File: src/rtl/tgl_pkg.sv
// Package: shared command codes and per-generator control strobes.
// Assumes: a command is one cycle wide and targets a single generator.
package tgl_pkg;

    typedef enum logic [2:0] {
        OP_PIN   = 3'd0,
        OP_HIGH  = 3'd1,
        OP_LOW   = 3'd2,
        OP_COUNT = 3'd3,
        OP_START = 3'd4,
        OP_CLEAR = 3'd5
    } tgl_op_e;

    typedef struct packed {
        logic wr_pin;
        logic wr_high;
        logic wr_low;
        logic wr_count;
        logic start;
        logic clear;
    } tgl_ctl_t;

endpackage

File: src/rtl/tgl_decode.sv
// Module: turns the command bus into per-generator one-cycle strobes.
// Assumes: out-of-range generator numbers and unknown codes are dropped.
module tgl_decode
    import tgl_pkg::*;
#(
    parameter int NUM_GEN = 4,
    parameter int SEL_W   = 3
) (
    input  logic             op_valid,
    input  logic [2:0]       op_code,
    input  logic [SEL_W-1:0] op_gen,
    output tgl_ctl_t         ctl [NUM_GEN]
);

    for (genvar g = 0; g < NUM_GEN; g++) begin : g_dec
        logic hit;
        assign hit = op_valid && (op_gen == SEL_W'(g));

        // Purpose: raise at most one strobe for the addressed generator.
        always_comb begin
            ctl[g] = '0;
            if (hit) begin
                case (op_code)
                    OP_PIN:   ctl[g].wr_pin   = 1'b1;
                    OP_HIGH:  ctl[g].wr_high  = 1'b1;
                    OP_LOW:   ctl[g].wr_low   = 1'b1;
                    OP_COUNT: ctl[g].wr_count = 1'b1;
                    OP_START: ctl[g].start    = 1'b1;
                    OP_CLEAR: ctl[g].clear    = 1'b1;
                    default:  ctl[g]          = '0;
                endcase
            end
        end
    end

endmodule

File: src/rtl/tgl_gen.sv
// Module: one toggle generator with bus-cycle prescaler, interval down
// counter, repeat counter and output level.
// Assumes: CLK_PER_BUS >= 2; the pin mask is restricted to ALLOW_MASK.
module tgl_gen
    import tgl_pkg::*;
#(
    parameter int               PORT_W      = 8,
    parameter int               CNT_W       = 32,
    parameter int               CLK_PER_BUS = 4,
    parameter logic [PORT_W-1:0] ALLOW_MASK = 8'h87
) (
    input  logic              clk,
    input  logic              rst_n,
    input  tgl_ctl_t          ctl,
    input  logic              halt,
    input  logic [CNT_W-1:0]  data,
    output logic [PORT_W-1:0] pin_mask,
    output logic              level,
    output logic              busy
);

    localparam int PH_W = (CLK_PER_BUS > 1) ? $clog2(CLK_PER_BUS) : 1;
    localparam logic [PH_W-1:0] PH_LAST = PH_W'(CLK_PER_BUS - 1);

    logic [CNT_W-1:0] high_t, low_t, count, cnt;
    logic [PH_W-1:0]  ph;
    logic [PORT_W-1:0] cand;
    logic [CNT_W-1:0] first_iv, next_iv, clamped;
    logic             expire;

    // Purpose: isolate the lowest permitted bit of the written pin data.
    always_comb begin
        cand = data[PORT_W-1:0] & ALLOW_MASK;
        cand = cand & (~cand + PORT_W'(1));
    end

    // Purpose: pick the first and the follow-on interval from the level.
    always_comb begin
        first_iv = level ? high_t : low_t;
        next_iv  = level ? low_t  : high_t;
        clamped  = (data == '0) ? CNT_W'(1) : data;
        expire   = busy && (ph == PH_LAST) && (cnt == CNT_W'(1));
    end

    // Purpose: hold the configuration written by software.
    always_ff @(posedge clk) begin
        if (!rst_n) begin
            pin_mask <= '0;
            high_t   <= '0;
            low_t    <= '0;
        end else begin
            if (ctl.wr_pin)  pin_mask <= cand;
            if (ctl.wr_high) high_t   <= clamped;
            if (ctl.wr_low)  low_t    <= clamped;
        end
    end

    // Purpose: maintain the remaining-flip count.
    always_ff @(posedge clk) begin
        if (!rst_n)                             count <= '0;
        else if (ctl.clear)                     count <= '0;
        else if (ctl.wr_count)                  count <= data;
        else if (expire && !halt && !ctl.start && count != '0)
                                                count <= count - CNT_W'(1);
    end

    // Purpose: run the prescaler, interval counter and level.
    always_ff @(posedge clk) begin
        if (!rst_n) begin
            busy  <= 1'b0;
            level <= 1'b0;
            cnt   <= '0;
            ph    <= '0;
        end else if (halt || ctl.clear) begin
            busy <= 1'b0;
        end else if (ctl.start) begin
            ph   <= '0;
            cnt  <= first_iv;
            busy <= (first_iv != '0);
        end else if (busy) begin
            if (ph == PH_LAST) begin
                ph <= '0;
                if (cnt == CNT_W'(1)) begin
                    level <= ~level;
                    if (count != '0 && next_iv != '0) cnt <= next_iv;
                    else                              busy <= 1'b0;
                end else begin
                    cnt <= cnt - CNT_W'(1);
                end
            end else begin
                ph <= ph + PH_W'(1);
            end
        end
    end

    // a pending flip always has a live interval.
    a_r11_busy_has_interval: assert property (@(posedge clk) disable iff (!rst_n)
        busy |-> (cnt != '0));
    // at most one pin claimed.
    a_r3_one_pin: assert property (@(posedge clk) disable iff (!rst_n)
        $onehot0(pin_mask));
    // clear cancels and zeroes the count.
    a_r9_clear_stops: assert property (@(posedge clk) disable iff (!rst_n)
        ctl.clear |=> (!busy && count == '0));
    // halt cancels.
    a_r10_halt_stops: assert property (@(posedge clk) disable iff (!rst_n)
        halt |=> !busy);
    // level moves only out of a pending interval.
    a_r6_level_needs_busy: assert property (@(posedge clk) disable iff (!rst_n)
        !$stable(level) |-> $past(busy));
    // count never grows without a write.
    a_r6_count_no_rise: assert property (@(posedge clk) disable iff (!rst_n)
        !ctl.wr_count |=> (count <= $past(count)));

endmodule

File: src/rtl/tgl_merge.sv
// Module: overlays generator levels onto the incoming port value.
// Assumes: each mask is one-hot or zero; lower index has priority.
module tgl_merge #(
    parameter int NUM_GEN = 4,
    parameter int PORT_W  = 8
) (
    input  logic [PORT_W-1:0]  pin_in,
    input  logic [PORT_W-1:0]  masks [NUM_GEN],
    input  logic [NUM_GEN-1:0] levels,
    output logic [PORT_W-1:0]  pin_out
);

    // Purpose: apply generators from highest to lowest so index 0 wins.
    always_comb begin
        pin_out = pin_in;
        for (int g = NUM_GEN - 1; g >= 0; g--) begin
            pin_out = (pin_out & ~masks[g]) | (masks[g] & {PORT_W{levels[g]}});
        end
    end

endmodule

File: src/rtl/pin_toggler.sv
// Module: top of the programmable input pin toggler.
// Assumes: one command per cycle; halt_all is a one-cycle pulse.
module pin_toggler
    import tgl_pkg::*;
#(
    parameter int               NUM_GEN     = 4,
    parameter int               PORT_W      = 8,
    parameter int               CNT_W       = 32,
    parameter int               CLK_PER_BUS = 4,
    parameter logic [PORT_W-1:0] ALLOW_MASK = 8'h87,
    localparam int              SEL_W       = $clog2(NUM_GEN + 1)
) (
    input  logic               clk,
    input  logic               rst_n,
    input  logic               op_valid,
    input  logic [2:0]         op_code,
    input  logic [SEL_W-1:0]   op_gen,
    input  logic [CNT_W-1:0]   op_data,
    input  logic               halt_all,
    input  logic [PORT_W-1:0]  pin_in,
    output logic [PORT_W-1:0]  pin_out,
    output logic [NUM_GEN-1:0] gen_busy
);

    tgl_ctl_t           ctl [NUM_GEN];
    logic [PORT_W-1:0]  masks [NUM_GEN];
    logic [NUM_GEN-1:0] levels;

    tgl_decode #(.NUM_GEN(NUM_GEN), .SEL_W(SEL_W)) u_dec (
        .op_valid (op_valid),
        .op_code  (op_code),
        .op_gen   (op_gen),
        .ctl      (ctl)
    );

    for (genvar g = 0; g < NUM_GEN; g++) begin : g_gen
        tgl_gen #(
            .PORT_W      (PORT_W),
            .CNT_W       (CNT_W),
            .CLK_PER_BUS (CLK_PER_BUS),
            .ALLOW_MASK  (ALLOW_MASK)
        ) u_gen (
            .clk      (clk),
            .rst_n    (rst_n),
            .ctl      (ctl[g]),
            .halt     (halt_all),
            .data     (op_data),
            .pin_mask (masks[g]),
            .level    (levels[g]),
            .busy     (gen_busy[g])
        );
    end

    tgl_merge #(.NUM_GEN(NUM_GEN), .PORT_W(PORT_W)) u_merge (
        .pin_in  (pin_in),
        .masks   (masks),
        .levels  (levels),
        .pin_out (pin_out)
    );

    // pins that no generator may claim pass straight through.
    a_r12_outside_untouched: assert property (@(posedge clk) disable iff (!rst_n)
        ((pin_out ^ pin_in) & ~ALLOW_MASK) == '0);

endmodule

File: config.mk
export PLATFORM = sky130hd
export DESIGN_NAME = pin_toggler
export DESIGN_NICKNAME = d
export VERILOG_FILES = /design/src/rtl/tgl_pkg.sv /design/src/rtl/tgl_decode.sv /design/src/rtl/tgl_gen.sv /design/src/rtl/tgl_merge.sv /design/src/rtl/pin_toggler.sv
export SDC_FILE = /design/constraint.sdc
export NUM_CORES = 2
export LEC_CHECK = 0
export ABC_AREA = 1
export BUFFER_PORTS_ARGS = -buffer_cell sky130_fd_sc_hd__buf_2
export CAP_MARGIN = 20
export CORE_MARGIN = 2
export CORE_UTILIZATION = 31
export DETAILED_ROUTE_END_ITERATION = 8
export GPL_ROUTABILITY_DRIVEN = 0
export RECOVER_POWER = 50
export SETUP_SLACK_MARGIN = 0.05
export SLEW_MARGIN = 20
export SYNTH_ARGS = -nofsm -noshare
export SYNTH_HDL_FRONTEND = slang
export SYNTH_SLANG_ARGS = --single-unit
File: constraint.sdc
create_clock -name clk -period 2.3 [get_ports clk]
set_input_delay 0.115 -clock clk [delete_from_list [all_inputs] [get_ports clk]]
set_output_delay 0.115 -clock clk [all_outputs]
set_load 0.01 [all_outputs]
==> results.py <==
metrics = {
    "status": {
        "status": "finished clean",
    },
    "timing": {
        "hold_viol": 0,
        "max-slew-margin-rel": 0.306,
        "max_slew.worst_pin.slew_ns": 1.04,
        "finalMaxSlewViolations": 0,
        "fmax_mhz": 460,
        "finClkSkew_ns": 0.0197,
        "rsz0062_at_grt": "yes",
        "setup_viol": 0,
        "finalCritPeriodShare": 0.945,
        "final.min_clock_period_ns": 2.17,
    },
    "floorplan": {
        "io_pins": 62,
        "floorplan.rows": 123,
        "core_mm2": 0.112,
        "start_util": 0.312,
        "die_width_um": 340,
        "die_h_um": 340,
        "die_area_mm2": 0.116,
    },
    "routing": {
        "num_vias": 38194,
        "drtIter0Drc": 3889,
        "wl_mm": 125,
        "wl_per_cell_um": 16.4,
        "drtPass1Iterations": 5,
        "ant_nets": 0,
        "vias_per_cell": 5.03,
        "route.detailed.drc": 0,
    },
    "worst_setup_path": {
        "crit_fanout": 10,
        "cp_slowest_cell": "dfxtp_4",
        "cp_num_buf_inv": 4,
        "startpoint_type": "flop",
        "cp-end-kind": "primary output",
        "path_delay_family": "buffers and inverters",
        "max_stage_delay_ns": 0.40,
        "arrival_ns": 2.06,
        "required_ns": 2.18,
        "crit_type": "flop to primary output",
        "cp_cell_sequence": "inv_8 -> buf_12 -> nand2_1 -> o21ai_1 -> o21ai_1 -> nand2_1 -> a22oi_1 -> buf_4 -> buf_6",
    },
    "synthesis": {
        "async_flop_share": 0,
        "yosys-top-cells-area": "dfxtp_1 (31%), nand2_1 (17%), o21ai_0 (9.9%), nor2_1 (8.1%), a21oi_1 (6.5%)",
        "netlist_top_cells_count": "nand2_1 (1560), nor2_1 (760), o21ai_0 (693)",
        "synthCells": 5920,
        "yosysTopAreaCellShare": 0.310,
        "ys_seq_elements": 544,
        "avgSynthCellArea_um2": 5.93,
        "synth_nets": 5990,
        "synth_edf_count": 0,
        "synth_top_cell_by_area": "dfxtp_1",
        "yosysSeqAreaShare": 0.310,
        "post_synth_instance_area_mm2": 0.0351,
        "synth_ff_type": "dfxtp_1",
        "synth_cell_types": 47,
        "yosysWarnings": 0,
        "synth_most_common_cell": "nand2_1",
    },
    "clock_tree": {
        "max-clock-path-buffers": 3,
        "root_buffer": "clkbuf_16",
        "clkTransAtPathRegs_ns": 0.06,
        "cts_tree": "yes",
        "numCtsBuffers": 60,
        "htree_levels": 2,
        "cts_sinks": 544,
        "clk_latency_ns": 0.65,
    },
    "grt": {
        "grt_max_degree": 98,
        "grt_pass1_vias": 33722,
        "grt_first_pass_wirelength_mm": 189,
        "grt_usage": 0.201,
        "antenna_found_initial": 6,
        "overflow": 0,
    },
    "min_path": {
        "hp-class": "primary input to flop",
    },
    "power": {
        "p_per_area_mw_per_mm2": 528,
        "ir_drop_mv": 0.583,
        "p_leak_nw": 20.0,
    },
    "layout": {
        "postLayoutCellArea_mm2": 0.0419,
        "final_cells": 7598,
        "nFillCells": 12273,
        "fin_nets": 6114,
        "drive_gt1_frac": 0.112,
        "syn2layout_area_growth_pct": 19.3,
    },
    "placement": {
        "hpwl_mm": 87.3,
        "dpl-instance-area_mm2": 0.0384,
        "dp.cells": 7422,
        "io_buffers": 53,
    },
    "flow_run": {
        "drv_cap": 0,
    },
}
## stage by stage
stage	power [mW]	util	hold slack, ns	TNS [ns]	worst slack, ns
2_1_floorplan	10.7	-	0.290	0	0.405
3_3_place_gp	11.4	0.342	0.230	-0.520	-0.0281
3_5_place_dp	11.4	0.342	0.230	-0.00719	-0.00464
4_1_cts	22.2	0.364	0.0206	0	0.0556
5_1_grt	22.8	0.373	0.0496	0	0.0201
6_report	22.1	0.373	0.0626	0	0.127
## cell usage in the layout, fill, tap and decap left out, types with 91 or more instances in the layout
cell / count
buf_4: 236
inv_1: 588
nand3_1: 436
o21ai_0: 641
a21oi_1: 457
nand4_1: 124
nand2_1: 1547
xor2_1: 91
dfxtp_1: 540
nor2_1: 697
## tightest hold or removal path: stages
cell and delay [ns]:
buf_2 0.12, inv_1 0.23, a21oi_1 0.19
## cells by family after synthesis
group,synth area share
AOI/OAI and AO/OA,0.176
xor gates and xnor gates,0.0332
adders and majority gates,0.00713
buffers and inverters,0.109
DFF,0.310
muxes,0.000285
and+or+nand+nor,0.364
## path summary, 6_finish.rpt
| path | cells after the start | startpoint | slack, ns | to |
|---|---|---|---|---|
| setup / recovery | 9 | g_gen[3].u_gen.level$_SDFFE_PN0P_ | 0.13 | pin_out[0] |
| hold / removal | 3 | op_data[5] | 0.06 | g_gen[3].u_gen.low_t[5]$_SDFFE_PN0P_ |
| setup reg to reg | 13 | g_gen[0].u_gen.cnt[1]$_SDFFE_PN0P_ | 0.14 | g_gen[0].u_gen.count[29]$_SDFFE_PP0P_ |
| hold reg to reg | 2 | g_gen[0].u_gen.ph[1]$_SDFFE_PN0P_ | 0.47 | g_gen[0].u_gen.ph[1]$_SDFFE_PN0P_ |
## where the power goes
group | total (mW) | switching (mW) | internal (mW) | leakage (nW)
clock network | 10.9 | 4.44 | 6.42 | 1.06
registers | 9.51 | 0.0427 | 9.47 | 4.39
logic | 1.74 | 1.19 | 0.553 | 14.5
## what timing repair did
item | in CTS | in global routing
buffers inserted | 2 | 9
pin swaps | 2 | 17
endpoints found under the setup margin | 65 | 256
gates resized for setup | 8 | 203
hold buffers | 26 | 0
endpoints found under the hold margin | 110 | 0
gates cloned | 0 | 23
## metal layers
metal	wire, µm	global-route usage
met1	57900	0.287
met2	54800	0.315
met3	8410	0.0271
met4	3630	0.0563
met5	24	0
## final cells by class
type,instances,area (µm²),share of cell area
inverters,621,2350,0.0560
clock inverters,41,559,0.0134
repair buffers,396,3690,0.0881
flip-flops and latches,544,10900,0.260
clock buffers,72,1630,0.0389
multi-input cells,4421,20900,0.498
diodes,3,7.51,0.000179
well taps,1500,1880,0.0448
## sequential cells by signal, summed over array words and instances, names as in the netlist
register	flops
g_gen.u_gen.busy	4
g_gen.u_gen.cnt	128
g_gen.u_gen.count	128
g_gen.u_gen.high_t	128
g_gen.u_gen.level	4
g_gen.u_gen.low_t	128
g_gen.u_gen.ph	8
g_gen.u_gen.pin_mask	16
(Power assumes the default switching activity.)
